[config.mk]
export PLATFORM = sky130hd
export DESIGN_NAME = codec_reg_access
export DESIGN_NICKNAME = d
export VERILOG_FILES = /design/src/rtl/crx_pkg.sv /design/src/rtl/crx_cmd_tx.sv /design/src/rtl/crx_stat_rx.sv /design/src/rtl/crx_rdmux.sv /design/src/rtl/codec_reg_access.sv
export SDC_FILE = /design/constraint.sdc
export NUM_CORES = 1
export LEC_CHECK = 0
export ABC_CLOCK_PERIOD_IN_PS = 2500
export BUFFER_PORTS_ARGS = -buffer_cell sky130_fd_sc_hd__buf_2
export CORE_UTILIZATION = 43
export CTS_CLUSTER_DIAMETER = 120
export CTS_CLUSTER_SIZE = 25
export DETAILED_ROUTE_END_ITERATION = 7
export GPL_TIMING_DRIVEN = 0
export PLACE_DENSITY_LB_ADDON = 0.12
export SYNTH_ARGS = -nofsm -noshare
export SYNTH_HDL_FRONTEND = slang
export SYNTH_SLANG_ARGS = --single-unit
export TNS_END_PERCENT = 10
[constraint.sdc]
create_clock -name clk -period 2.5 [get_ports clk]
set_input_delay 0.75 -clock clk [delete_from_list [all_inputs] [get_ports clk]]
set_output_delay 0.75 -clock clk [all_outputs]
set_load 0.02 [all_outputs]
[src/rtl/crx_pkg.sv]
package crx_pkg;
  localparam int WORD_W  = 32;
  localparam int SLOT_W  = 20;
  localparam int TAG_W   = 16;
  localparam int IDX_W   = 7;
  localparam int VAL_W   = 16;
  localparam int BUS_AW  = 3;
  localparam int IDX_LSB = 12;
  localparam int VAL_LSB = 4;
  localparam int RD_BIT  = 19;
  localparam int TXA_BIT = 31;
  localparam int TXD_BIT = 30;
  localparam int RXA_BIT = 22;
  localparam int RXD_BIT = 21;
  localparam int TAG_FRM = 15;
  localparam int TAG_S1  = 14;
  localparam int TAG_S2  = 13;

  typedef enum logic [BUS_AW-1:0] {
    REG_CADDR = 3'd0,
    REG_CDATA = 3'd1,
    REG_TXF   = 3'd2,
    REG_RXF   = 3'd3,
    REG_SADDR = 3'd4,
    REG_SDATA = 3'd5
  } reg_sel_e;

  function automatic logic [WORD_W-1:0] put_idx(input logic rd, input logic [IDX_W-1:0] idx);
    logic [WORD_W-1:0] w;
    w = '0;
    w[RD_BIT] = rd;
    w[IDX_LSB +: IDX_W] = idx;
    return w;
  endfunction

  function automatic logic [WORD_W-1:0] put_val(input logic [VAL_W-1:0] v);
    logic [WORD_W-1:0] w;
    w = '0;
    w[VAL_LSB +: VAL_W] = v;
    return w;
  endfunction

  function automatic logic [IDX_W-1:0] get_idx(input logic [WORD_W-1:0] w);
    return w[IDX_LSB +: IDX_W];
  endfunction

  function automatic logic [VAL_W-1:0] get_val(input logic [WORD_W-1:0] w);
    return w[VAL_LSB +: VAL_W];
  endfunction
endpackage

[src/rtl/crx_cmd_tx.sv]
module crx_cmd_tx
  import crx_pkg::*;
(
  input  logic              clk,
  input  logic              rst_n,
  input  logic              wr_caddr,
  input  logic              wr_cdata,
  input  logic              wr_txf,
  input  logic [WORD_W-1:0] wdata,
  input  logic              frame_strobe,
  output logic [TAG_W-1:0]  tx_tag,
  output logic [SLOT_W-1:0] tx_slot1,
  output logic [SLOT_W-1:0] tx_slot2,
  output logic              cmd_rd,
  output logic [IDX_W-1:0]  cmd_idx,
  output logic [VAL_W-1:0]  cmd_val,
  output logic              pending,
  output logic              txa_flag,
  output logic              txd_flag,
  output logic              cmd_fire
);
  logic txa_clr, txd_clr;
  logic [WORD_W-1:0] addr_word, data_word;

  assign cmd_fire = frame_strobe & pending;
  assign txa_clr  = wr_txf & ~wdata[TXA_BIT];
  assign txd_clr  = wr_txf & ~wdata[TXD_BIT];

  always_ff @(posedge clk or negedge rst_n) begin
    if (!rst_n) begin
      cmd_rd   <= 1'b0;
      cmd_idx  <= '0;
      cmd_val  <= '0;
      pending  <= 1'b0;
      txa_flag <= 1'b0;
      txd_flag <= 1'b0;
    end else begin
      if (wr_cdata) cmd_val <= get_val(wdata);
      if (wr_caddr) begin
        cmd_rd  <= wdata[RD_BIT];
        cmd_idx <= get_idx(wdata);
      end
      pending  <= wr_caddr | (pending & ~frame_strobe);
      txa_flag <= cmd_fire | (txa_flag & ~txa_clr);
      txd_flag <= (cmd_fire & ~cmd_rd) | (txd_flag & ~txd_clr);
    end
  end

  assign addr_word = put_idx(cmd_rd, cmd_idx);
  assign data_word = put_val(cmd_val);

  always_comb begin
    tx_tag   = '0;
    tx_slot1 = '0;
    tx_slot2 = '0;
    if (pending) begin
      tx_tag[TAG_FRM] = 1'b1;
      tx_tag[TAG_S1]  = 1'b1;
      tx_tag[TAG_S2]  = 1'b1;
      tx_slot1 = addr_word[SLOT_W-1:0];
      if (!cmd_rd) tx_slot2 = data_word[SLOT_W-1:0];
    end
  end
endmodule

[src/rtl/crx_stat_rx.sv]
module crx_stat_rx
  import crx_pkg::*;
(
  input  logic              clk,
  input  logic              rst_n,
  input  logic              wr_rxf,
  input  logic [WORD_W-1:0] wdata,
  input  logic              rx_strobe,
  input  logic [TAG_W-1:0]  rx_tag,
  input  logic [SLOT_W-1:0] rx_slot1,
  input  logic [SLOT_W-1:0] rx_slot2,
  output logic [IDX_W-1:0]  st_idx,
  output logic [VAL_W-1:0]  st_val,
  output logic              rxa_flag,
  output logic              rxd_flag,
  output logic              idx_cap,
  output logic              val_cap
);
  logic [WORD_W-1:0] s1_word, s2_word;

  assign idx_cap = rx_strobe & rx_tag[TAG_S1];
  assign val_cap = rx_strobe & rx_tag[TAG_S2];
  assign s1_word = {{(WORD_W-SLOT_W){1'b0}}, rx_slot1};
  assign s2_word = {{(WORD_W-SLOT_W){1'b0}}, rx_slot2};

  always_ff @(posedge clk or negedge rst_n) begin
    if (!rst_n) begin
      st_idx   <= '0;
      st_val   <= '0;
      rxa_flag <= 1'b0;
      rxd_flag <= 1'b0;
    end else begin
      if (idx_cap) st_idx <= get_idx(s1_word);
      if (val_cap) st_val <= get_val(s2_word);
      rxa_flag <= idx_cap | (rxa_flag & ~(wr_rxf & ~wdata[RXA_BIT]));
      rxd_flag <= val_cap | (rxd_flag & ~(wr_rxf & ~wdata[RXD_BIT]));
    end
  end
endmodule

[src/rtl/crx_rdmux.sv]
module crx_rdmux
  import crx_pkg::*;
(
  input  logic [BUS_AW-1:0] addr,
  input  logic              cmd_rd,
  input  logic [IDX_W-1:0]  cmd_idx,
  input  logic [VAL_W-1:0]  cmd_val,
  input  logic              txa_flag,
  input  logic              txd_flag,
  input  logic              rxa_flag,
  input  logic              rxd_flag,
  input  logic [IDX_W-1:0]  st_idx,
  input  logic [VAL_W-1:0]  st_val,
  output logic [WORD_W-1:0] rdata
);
  always_comb begin
    rdata = '0;
    case (addr)
      REG_CADDR: rdata = put_idx(cmd_rd, cmd_idx);
      REG_CDATA: rdata = put_val(cmd_val);
      REG_TXF: begin
        rdata[TXA_BIT] = txa_flag;
        rdata[TXD_BIT] = txd_flag;
      end
      REG_RXF: begin
        rdata[RXA_BIT] = rxa_flag;
        rdata[RXD_BIT] = rxd_flag;
      end
      REG_SADDR: rdata = put_idx(1'b0, st_idx);
      REG_SDATA: rdata = put_val(st_val);
      default:   rdata = '0;
    endcase
  end
endmodule

[src/rtl/codec_reg_access.sv]
module codec_reg_access
  import crx_pkg::*;
(
  input  logic              clk,
  input  logic              rst_n,
  input  logic              bus_we,
  input  logic [BUS_AW-1:0] bus_addr,
  input  logic [WORD_W-1:0] bus_wdata,
  output logic [WORD_W-1:0] bus_rdata,
  input  logic              frame_strobe,
  output logic [TAG_W-1:0]  tx_tag,
  output logic [SLOT_W-1:0] tx_slot1,
  output logic [SLOT_W-1:0] tx_slot2,
  input  logic              rx_strobe,
  input  logic [TAG_W-1:0]  rx_tag,
  input  logic [SLOT_W-1:0] rx_slot1,
  input  logic [SLOT_W-1:0] rx_slot2
);
  logic wr_caddr, wr_cdata, wr_txf, wr_rxf;
  logic cmd_rd, pending, txa_flag, txd_flag, cmd_fire;
  logic rxa_flag, rxd_flag, idx_cap, val_cap;
  logic [IDX_W-1:0] cmd_idx, st_idx;
  logic [VAL_W-1:0] cmd_val, st_val;

  assign wr_caddr = bus_we && (bus_addr == REG_CADDR);
  assign wr_cdata = bus_we && (bus_addr == REG_CDATA);
  assign wr_txf   = bus_we && (bus_addr == REG_TXF);
  assign wr_rxf   = bus_we && (bus_addr == REG_RXF);

  crx_cmd_tx u_tx (
    .clk(clk), .rst_n(rst_n), .wr_caddr(wr_caddr), .wr_cdata(wr_cdata),
    .wr_txf(wr_txf), .wdata(bus_wdata), .frame_strobe(frame_strobe),
    .tx_tag(tx_tag), .tx_slot1(tx_slot1), .tx_slot2(tx_slot2),
    .cmd_rd(cmd_rd), .cmd_idx(cmd_idx), .cmd_val(cmd_val), .pending(pending),
    .txa_flag(txa_flag), .txd_flag(txd_flag), .cmd_fire(cmd_fire)
  );

  crx_stat_rx u_rx (
    .clk(clk), .rst_n(rst_n), .wr_rxf(wr_rxf), .wdata(bus_wdata),
    .rx_strobe(rx_strobe), .rx_tag(rx_tag), .rx_slot1(rx_slot1), .rx_slot2(rx_slot2),
    .st_idx(st_idx), .st_val(st_val), .rxa_flag(rxa_flag), .rxd_flag(rxd_flag),
    .idx_cap(idx_cap), .val_cap(val_cap)
  );

  crx_rdmux u_mux (
    .addr(bus_addr), .cmd_rd(cmd_rd), .cmd_idx(cmd_idx), .cmd_val(cmd_val),
    .txa_flag(txa_flag), .txd_flag(txd_flag), .rxa_flag(rxa_flag), .rxd_flag(rxd_flag),
    .st_idx(st_idx), .st_val(st_val), .rdata(bus_rdata)
  );
endmodule

### Yosys cells after proc, flatten, opt, wreduce, memory -nomap -nowiden

Index checks and enable logic that the tools add are counted.

| cells by class | value |
|---|---|
| equal/unequal tests | 5 |
| muxes and demuxes | 7 |
| bitwise gates (word level) | 28 |
| reduce and logical (&&, ||, !) cells | 5 |

Operator list:

| kind | number |
|---|---|
| $pmux 20 s4 | 1 |
| $mux 20 | 3 |
| $and 1x1->1 | 13 |
| $not 1->1 | 10 |
| $eq 3x2->1 const B | 2 |
| $eq 3x3->1 const B | 2 |
| $or 1x1->1 | 5 |
| $logic_and 1x1->1 | 4 |
| $mux 2 | 2 |
| $eq 3x1->1 const B | 1 |
| $logic_not 3->1 | 1 |
| $mux 3 | 1 |

| word-level totals | value |
|---|---|
| bits in registers | 52 |
| bits of input ports | 96 |
| output and inout port bits | 88 |
| word-level logic and storage cells | 55 |

### Depth between registers and ports, before layout

Gate-level depths: netlist (run 1).

| depth | value |
|---|---|
| depth in word-level cells | 6 |
| gate-level depth with buffers | 5 |
| gate-level depth less buffers | 2 |

### Hierarchy

From an unflattened synthesis (run 1), not the netlist that was laid out.

| second synthesis, totals | value |
|---|---|
| cell total of the unflattened synthesis | 251 |
| area total of the unflattened synthesis | 3021.6 sq um |

By module, submodules not included:

| module | times used | cells each | area each (sq um) | seq. area each (sq um) |
|---|---|---|---|---|
| crx_cmd_tx | 1 | 121 | 1482.7 | 675.6 |
| crx_stat_rx | 1 | 59 | 980.9 | 625.6 |
| crx_rdmux | 1 | 67 | 508.0 | 0.0 |
| codec_reg_access | 1 | 4 | 50.0 | 0.0 |

### Worst setup path before layout (run 1)

No wires, ideal clock.

| path | value |
|---|---|
| path type | in2out |
| from | in bus_addr[1] |
| to | out bus_rdata[19] |
| data arrival time | 1759 ps |
| data required time | 1750 ps |
| path slack | -9 ps |
| cell stages on the path | 3 |
| path buffers | 1 |
| path through | buf_6 > or4b_2 > o21ai_0 |

| on the way | value |
|---|---|
| word-level cells in the longest chain between the ends | 2 |

Ends and longest elaborated chain:

| element | line | RTL |
|---|---|---|
| from (decl) | codec_reg_access.sv:7 | `input logic [BUS_AW-1:0] bus_addr,` |
| $eq 3x3->1 (tied with other cells) | crx_rdmux.sv:18 | `case (addr)` |
| $pmux 20 s4 (*) | crx_rdmux.sv:18 |  |
| to (decl) | codec_reg_access.sv:9 | `output logic [WORD_W-1:0] bus_rdata,` |

Every way passes the cells marked *; elsewhere a longest branch is shown, timed or not.

### Worst setup path after layout (run 1)

| path | value |
|---|---|
| from | in bus_addr[1] |
| to | out bus_rdata[12] |

The elaborated chain is that of the path after synthesis.

==> impl_metrics.toml, run 1 <==
[setup_path]
critical_path.startpoint_type = "primary input"
r2r-start = "u_tx.pending"
startpoint = "bus_addr[1]"
worstPathRequired_ps = 1750
crit_path_end_kind = "output pin"
criticalPathCategory = "in2out"
cp_max_fo = 10
arrival_ps = 1700

[floorplanning]
die_y_microns = 84.39
die_area_sq_um = 7122
start_util_pct = 45.20
io_pins = 184
core_area_sq_um = 6459
row_count = 29
die_x_microns = 84.39

[clocking]
cts.clk_slew.worst_paths_ps = 90
cts-root-buf = "clkbuf_8"
clkLatencyLatePin_ps = 300
cts_tree = "yes"
cts_made_buffers = 5
cts_buffer_depth = 2
numClockSinks = 52
htreeDepth = 2
cts_hold_buf = 0

[drt]
drtIter0Drc = 54
num_vias = 2168
avgViaCountPerCell = 4.603
drt-total-wl_microns = 6535
ant_nets = 0
drt_pass1_iterations = 6
post_drt_wl_per_cell_microns = 13.87
drcViolationCount = 27

[logic_synthesis]
synth_seq_cells = 52
synth_cell_types = 30
synth_enable_flop_cells = 0
muxShareOfSynthArea_pct = 26.02
synth_top_family_by_area = "multiplexers"
synth_common_cells = "52 x dfrtp_1, 46 x buf_4, 46 x mux2_2, 24 x and2_1, 23 x mux2i_1"
synth_top_area_cell = "dfrtp_1"
postSynthCellCount = 252
synth.area.top_cells = "dfrtp_1 45%, mux2_2 18%, buf_4 12%, mux2i_1 7.9%, and2_1 5.1%"
yosysMostFrequentCell = "dfrtp_1"
synthArstFlopShare_pct = 100.0
synthAdderAreaFrac_pct = 0
synth_compound_area_share_pct = 3.686
synth_warnings = 0
yosys.area_share.xor_xnor_pct = 0
synth-seq-area-share_pct = 44.58
synthFlopType = "dfrtp_1"
netlist_area_sq_um = 2919
avgSynthCellArea_sq_um = 11.58
synth_top_cell_area_share_pct = 44.58
synth-simple-area-share_pct = 10.93

[placed_design]
io_buffer_count = 96
dp_hpwl_microns = 4814
placed_cells_incl_taps = 465
gp_congestion = 0.7476
place_worst_setup_slack_ps = -367.3

[sta]
layout_min_cycle_time_ps = 2445
final.setup.worst_slack_ps = 54.69
finalHoldViolations = 0
slew_violations = 0
period_share_pct = 97.81
fin_skew_ps = 6.923
max_slew_margin_pct = 22.69
tightest_slew_ps = 1160
timing.hold.ws_ps = 512.8
finalSetupViolCount = 0
max_clock_freq_mhz = 408.9
rsz0062_at_grt = "no"

[layout]
final_nets = 490
fillerInstances = 593
area_delta_synth_final_pct = 30.13
final_cells = 471
insertedDiodeCount = 0
drive_gt1_share_pct = 53.30

[global_routing]
use_met2_pct = 32.49
use_met1_pct = 24.48
top_usage_layer = "met2"
met3_usage_pct = 5.015
grtUsageTotal_pct = 19.04
antenna_found_initial = 0
overflow = 0
grt_pass1_vias = 2016
grt_max_degree = 53
grt_pass1_wl_microns = 10410

[hold_path]
worstHoldStart = "u_rx.st_val[6]"
hold_class = "reg2reg"

[power_and_ir_drop]
p_per_area_nw_per_um2 = 559.0
ir_worst_vdd_uv = 360.8
power_leakage_nw = 2.066

[status]
violations = "design-rule violations"
status = "complete, but fails checks"

[run]
drv_cap = 0
## cell type report
class                           count  area (sq um)  area share (%)
Clock buffer                        6         72.57           1.910
Timing Repair Buffer               97         506.7           13.34
Buffer                             56         447.9           11.79
Multi-Input combinational cell    179          1358           35.74
Clock inverter                      1         5.005          0.1318
Tap cell                           77         96.34           2.536
Sequential cell                    52          1301           34.26
Inverter                            3         11.26          0.2964
## timing repair
| item | CTS | global route |
|---|---|---|
| setup buffers | 0 | 1 |
| endpoints found under the hold margin | 0 | 0 |
| gates resized for setup | 16 | 5 |
| setup endpoints to repair | 29 | 17 |
## final timing paths
path	cells past startpoint	to	slack, ps
min in group asynchronous	1	u_rx.st_val[2]	670
max in group asynchronous	1	u_rx.st_val[4]	1110
hold reg to reg	1	u_rx.st_val[6]	510
setup reg to reg	3	u_tx.txd_flag	1370
hold / removal	1	u_rx.st_val[6]	510
setup / recovery	5	bus_rdata[12]	50
## state kept, by name, summed over array words and instances (netlist names)
name           cells
u_tx.txd_flag      1
u_rx.rxd_flag      1
u_tx.cmd_rd        1
u_tx.cmd_idx       7
u_rx.st_val       16
u_rx.rxa_flag      1
u_tx.pending       1
u_tx.txa_flag      1
u_rx.st_idx        7
u_tx.cmd_val      16
## cells in the final DEF, fill, tap and decap left out, types with 2 or more instances in the layout
master,netlist,routed
buf_2,3,97
dfrtp_1,52,52
mux2_2,46,46
buf_4,46,45
conb_1,1,41
and2_1,24,24
mux2i_1,23,23
nor2_1,9,9
o22ai_1,7,7
a21oi_1,6,6
buf_6,3,5
clkbuf_8,0,5
nand2_1,4,4
buf_12,0,3
clkbuf_1,6,3
inv_1,3,3
and3_1,2,2
nor3b_1,2,2
## report_power, final
part	switching, W	total, W	leakage (nW)	internal, W
Sequential	0.0000917	0.00108	0.608	0.000986
Clock	0.000264	0.000455	0.0410	0.000191
Combinational	0.000290	0.000591	1.42	0.000301
Total	0.000646	0.00212	2.07	0.00148
## logic make-up (layout without fill, tap and decap cells)
| logic type | after synthesis | in the layout |
|---|---|---|
| flip-flops | 52 | 52 |
| buffers and inverters | 61 | 163 |
| multiplexers | 70 | 70 |
| AND/OR/NAND/NOR | 50 | 50 |
| other | 1 | 41 |
| AO/OA/AOI/OAI | 18 | 18 |
## worst max-delay path, cell delays in order
cell      delay, ps
buf_6           120
nand2b_2        270
buf_4           230
o22ai_1         140
buf_2           190
## through the flow
stage / cell area (sq um) / total power [W] / setup TNS, ps / utilization (%)
6_report: 3799 / 0.002124 / 0 / 58.81
5_1_grt: 3799 / 0.002241 / 0 / 58.81
4_1_cts: 3766 / 0.002139 / 0 / 58.31
3_3_place_gp: 3646 / 0.001653 / -4561 / 56.45
3_5_place_dp: 3646 / 0.001673 / -4642 / 56.45
2_1_floorplan: 3069 / 0.001495 / 0 / -
## per-layer routing
metal,vias to the layer above,wire length (microns)
met5,-,0
met1,1016,2846
met4,0,63
met2,88,3103
li1,1058,-
met3,6,522
Note: power is estimated with default switching activity, not from simulation.
==> inputs of run 2 (changes only) <==
Settings changed: CTS_BUF_LIST from default to sky130_fd_sc_hd__clkbuf_4 sky130_fd_sc_hd__clkbuf_8 sky130_fd_sc_hd__clkbuf_16.
==> run 2 against run 1 <==
The flow still finishes with violations (design-rule violations). Sequential share of layout area hardly changed. Clock skew is 0.76 ps lower. Final area hardly changed.
==> impl_metrics.toml, run 2 (same netlist as run 1, synthesis figures left out) <==
[setup_path]
cp_slowest_cell = "nand2b_2"
cp_cell_sequence = "buf_6 > nand2b_2 > buf_4 > o22ai_1 > buf_2"
cpLargestDelayFamily = "buffers and inverters"
cp_max_fo = 10
crit_path_max_incr_delay_ps = 270
critical_path.startpoint_type = "primary input"
cp_num_buf_inv = 3
worstPathRequired_ps = 1750
criticalPathCategory = "in2out"
crit_path_end_kind = "output pin"
arrival_ps = 1700
reg2reg_depth = 3
rrSetupSlack_ps = 1370
r2r-start = "u_tx.pending"
r2r-end = "u_tx.txd_flag"

[floorplanning]
die_y_microns = 84.39
die_x_microns = 84.39
io_pins = 184
core_area_sq_um = 6459
die_area_sq_um = 7122
start_util_pct = 45.20
row_count = 29

[layout]
insertedDiodeCount = 0
multi_input_area_sq_um = 1358
mostFrequentLayoutCells = "97 x buf_2, 52 x dfrtp_1, 46 x mux2_2, 45 x buf_4, 41 x conb_1"
ff_latch_area_sq_um = 1301
reg_top3 = "u_rx.st_val: 16 flops, u_tx.cmd_val: 16 flops"
drive_gt1_share_pct = 53.55
final_nets = 490
final_common_cell = "buf_2"
fillerInstances = 592
area_delta_synth_final_pct = 30.26

[clocking]
clkLatencyLatePin_ps = 300
numClockSinks = 52
cts_buffer_depth = 2
cts.clk_slew.worst_paths_ps = 90
cts_made_buffers = 5
htreeDepth = 2
cts-root-buf = "clkbuf_8"
cts_tree = "yes"

[global_routing]
overflow = 0
grt_pass1_wl_microns = 10400
grtUsageTotal_pct = 19.04
grt_pass1_vias = 2010
grt_max_degree = 53
antenna_found_initial = 0

[hold_path]
worstHoldStart = "u_rx.st_val[11]"
hold_class = "reg2reg"
min_path_cells = 1
worstHoldEndpoint = "u_rx.st_val[11]"

[power_and_ir_drop]
p_comb_share_pct = 27.7
p_per_area_nw_per_um2 = 561.3
p_seq_share_pct = 50.5
net-switching-power_w = 0.0006459
power_leakage_nw = 2.070
power_frac_clock_pct = 21.8
sw_frac_of_total_pct = 30.26
ir_worst_vdd_uv = 359.4
fin_total_pwr_w = 0.002134
p_int_w = 0.001488

[drt]
avgViaCountPerCell = 4.582
num_vias = 2158
drcViolationCount = 27
ant_nets = 0
drt-total-wl_microns = 6526
post_drt_wl_per_cell_microns = 13.86
drt_pass1_iterations = 6
drtIter0Drc = 53

[placed_design]
dp_hpwl_microns = 4814
place_worst_setup_slack_ps = -367.3
gp_congestion = 0.7476
io_buffer_count = 96

[run]
drv_cap = 0

[sta]
max_slew_margin_pct = 22.96
finalSetupViolCount = 0
fin_skew_ps = 6.165
final.setup.worst_slack_ps = 53.39
period_share_pct = 97.86
layout_min_cycle_time_ps = 2447
max_clock_freq_mhz = 408.7
tightest_slew_ps = 1156
slew_violations = 0
finalHoldViolations = 0
rsz0062_at_grt = "no"

[status]
status = "complete, but fails checks"
violations = "design-rule violations"
[run 2: cell counts in the layout (fill, tap and decap cells not counted)]
Identical to the previous run, type by type.
[run 2: metrics by stage]
step | hold WS (ps) | setup TNS [ps] | area (sq um) | std cells | utilization [%]
finish | 512.9 | 0 | 3802 | 471 | 58.87
detailed placement | 493.4 | -4642 | 3646 | 465 | 56.45
global route | 518.2 | 0 | 3802 | 471 | 58.87
global placement | 488.4 | -4561 | 3646 | 465 | 56.45
CTS | 515.2 | 0 | 3770 | 470 | 58.37
floorplan | 454.4 | 0 | 3069 | 292 | -
[run 2: how the worst max path moves through the flow]
| stage | start | end | slack, ps | depth (start not counted) |
|---|---|---|---|---|
| finish | bus_addr[1] | bus_rdata[12] | 50 | 5 |
| global route | bus_addr[2] | bus_rdata[15] | 10 | 6 |
| CTS | bus_addr[2] | bus_rdata[14] | 6 | 6 |
| detailed placement | bus_addr[1] | bus_rdata[12] | -370 | 6 |
| global placement | bus_addr[1] | bus_rdata[12] | -370 | 6 |
| floorplan | bus_addr[1] | bus_rdata[19] | 0.2 | 3 |
[run 2: timing repair]
action,in CTS,in global routing
hold buffers,0,0
resized for setup,16,5
setup endpoints to repair,29,17
setup buffers,0,1
[run 2: layout make-up]
class | count | share of cell area, %
multi-input combinational | 179 | 35.70
sequential | 52 | 34.22
timing repair buffer | 97 | 13.33
buffer | 56 | 11.78
tap | 77 | 2.534
clock buffer | 6 | 2.007
inverter | 3 | 0.2961
clock inverter | 1 | 0.1316
[run 2: layer usage]
metal | vias to the layer above | wire (microns) | GRT usage [%]
li1 | 1059 | - | -
met2 | 88 | 3109 | 32.49
met4 | 0 | 63 | 4.160
met5 | - | 0 | 0
met3 | 6 | 527 | 5.015
met1 | 1005 | 2826 | 24.48
[run 2: power groups by stage]
stage	clock network, W	logic (W)	registers, W
CTS	0.000483	0.000590	0.00108
global placement	0	0.000569	0.00108
detailed placement	0	0.000579	0.00109
global route	0.000509	0.000642	0.00110
floorplan	0	0.000433	0.00106
finish	0.000466	0.000591	0.00108
==> inputs of run 3 (changes only) <==
Settings changed: CELL_PAD_IN_SITES_DETAIL_PLACEMENT from default to 0, CELL_PAD_IN_SITES_GLOBAL_PLACEMENT from default to 1, CORE_UTILIZATION 43 to 31, GPL_ROUTABILITY_DRIVEN from default to 0.
==> run 3 against run 2 <==
The flow now finishes without violations. Non-clock buffer count fell by 1. Combinational power fell by 0.8%. Worst setup slack improved by 8.8 ps. Sequential share of layout area down 0.44 points. Highest routed layer unchanged.
==> impl_metrics.toml, run 3 (same netlist as run 1, synthesis figures left out) <==
[clocking]
cts_buffer_depth = 2
clkLatencyLatePin_ps = 300
numClockSinks = 52
cts_hold_buf = 0
post_cts_buffers = 0
htreeDepth = 2
cts_made_buffers = 5
cts-root-buf = "clkbuf_8"
cts.clk_slew.worst_paths_ps = 100
cts_tree = "yes"

[layout]
drive_gt1_share_pct = 53.30
final_common_cell = "buf_2"
mostFrequentLayoutCells = "97 x buf_2, 52 x dfrtp_1, 46 x buf_4, 46 x mux2_2, 41 x conb_1"
insertedDiodeCount = 0
area_delta_synth_final_pct = 31.98
reg_top3 = "u_rx.st_val: 16 flops, u_tx.cmd_val: 16 flops"
final_nets = 489

[sta]
finalSetupViolCount = 0
max_slew_margin_pct = 19.85
period_share_pct = 97.51
tightest_slew_ps = 1202
layout_min_cycle_time_ps = 2438
fin_skew_ps = 9.868
slew_violations = 0
tns_ps = 0
final.setup.worst_slack_ps = 62.17
finalHoldViolations = 0
max_clock_freq_mhz = 410.2
rsz0062_at_grt = "no"

[drt]
num_vias = 2145
avgViaCountPerCell = 4.248
drt_pass1_iterations = 4
drtIter0Drc = 29
ant_nets = 0
drcViolationCount = 0
drt-total-wl_microns = 7028
post_drt_wl_per_cell_microns = 13.92

[power_and_ir_drop]
power_leakage_nw = 2.077
p_per_area_nw_per_um2 = 583.1
ir_worst_vdd_uv = 301.7

[global_routing]
overflow = 0
top_usage_layer = "met2"
grt_pass1_wl_microns = 10940
use_met1_pct = 19.79
grt_max_degree = 53
use_met2_pct = 24.69
grt_pass1_vias = 2040
antenna_found_initial = 0
met3_usage_pct = 2.979
grtUsageTotal_pct = 14.82

[placed_design]
place_worst_setup_slack_ps = -446.4
dp_hpwl_microns = 5109
io_buffer_count = 96

[floorplanning]
start_util_pct = 31.74
die_area_sq_um = 9808
die_y_microns = 99.04
die_x_microns = 99.04
row_count = 35
io_pins = 184
core_area_sq_um = 9196

[setup_path]
worstPathRequired_ps = 1750
arrival_ps = 1690
cp_slowest_cell = "buf_2"
r2r-start = "u_tx.pending"
cp_cell_sequence = "buf_2 > buf_12 > buf_12 > mux2i_1 > o22ai_1 > buf_2"
cp_max_fo = 10
criticalPathCategory = "in2out"
cpLargestDelayFamily = "buffers and inverters"
crit_path_max_incr_delay_ps = 200
crit_path_end_kind = "output pin"
critical_path.startpoint_type = "primary input"
startpoint = "bus_addr[2]"
cp_num_buf_inv = 4

[status]
status = "complete, no violations"

[hold_path]
worstHoldStart = "u_tx.cmd_val[7]"
hold_class = "reg2reg"

[run]
drv_cap = 0
-- run 3: cell types whose count changed in the layout (fill, tap and decap cells not counted) --
cell       before  now
buf_12          3    2
buf_4          45   46
buf_6           5    4
bufinv_16       0    1
nand2b_2        1    0
nand2b_4        0    1
o21ai_1         0    1
o21ai_2         1    0
-- run 3: metal layers --
metal	part of all wire [%]	up-vias
met5	0	-
met4	0.65	0
met3	4.9	4
met2	48	74
met1	46	1007
li1	-	1060
-- run 3: final timing paths --
check	slack (ps)	depth (start not counted)	to
setup / recovery	60	6	bus_rdata[14]
hold / removal	510	1	u_tx.cmd_val[7]
setup reg to reg	1340	3	u_tx.txd_flag
hold reg to reg	510	1	u_tx.cmd_val[7]
max in group asynchronous	1070	1	u_tx.cmd_idx[1]
min in group asynchronous	690	1	u_rx.st_val[0]
-- run 3: timing repair --
action                     4_1_cts  5_1_grt
gates resized for setup         13        7
cloned                           0        0
setup endpoints to repair       29       25
-- run 3: final cells by class --
class                      count  area (sq um)
clock buffer                   6         76.32
fill                         946          5344
buffer                        56         447.9
tap                          111         138.9
multi-input combinational    179          1359
inverter                       3         11.26
clock inverter                 2         35.03
sequential                    52          1301
timing repair buffer          96         483.0
-- run 3: per-stage QoR --
step,cells,hold WS (ps),area [sq um],power (W),util [%]
3_5_place_dp,499,489.9,3689,0.001673,40.11
4_1_cts,505,513.7,3831,0.002279,41.66
3_3_place_gp,499,489.6,3689,0.001664,40.11
6_report,505,505.2,3852,0.002246,41.89
5_1_grt,505,535.8,3852,0.002394,41.89
2_1_floorplan,292,454.4,3069,0.001495,-
-- run 3: where the power goes --
group / internal (W) / switching [W] / leakage, nW
Sequential: 0.000985 / 0.0000886 / 0.608
Combinational: 0.000297 / 0.000289 / 1.41
Clock: 0.000309 / 0.000278 / 0.0586
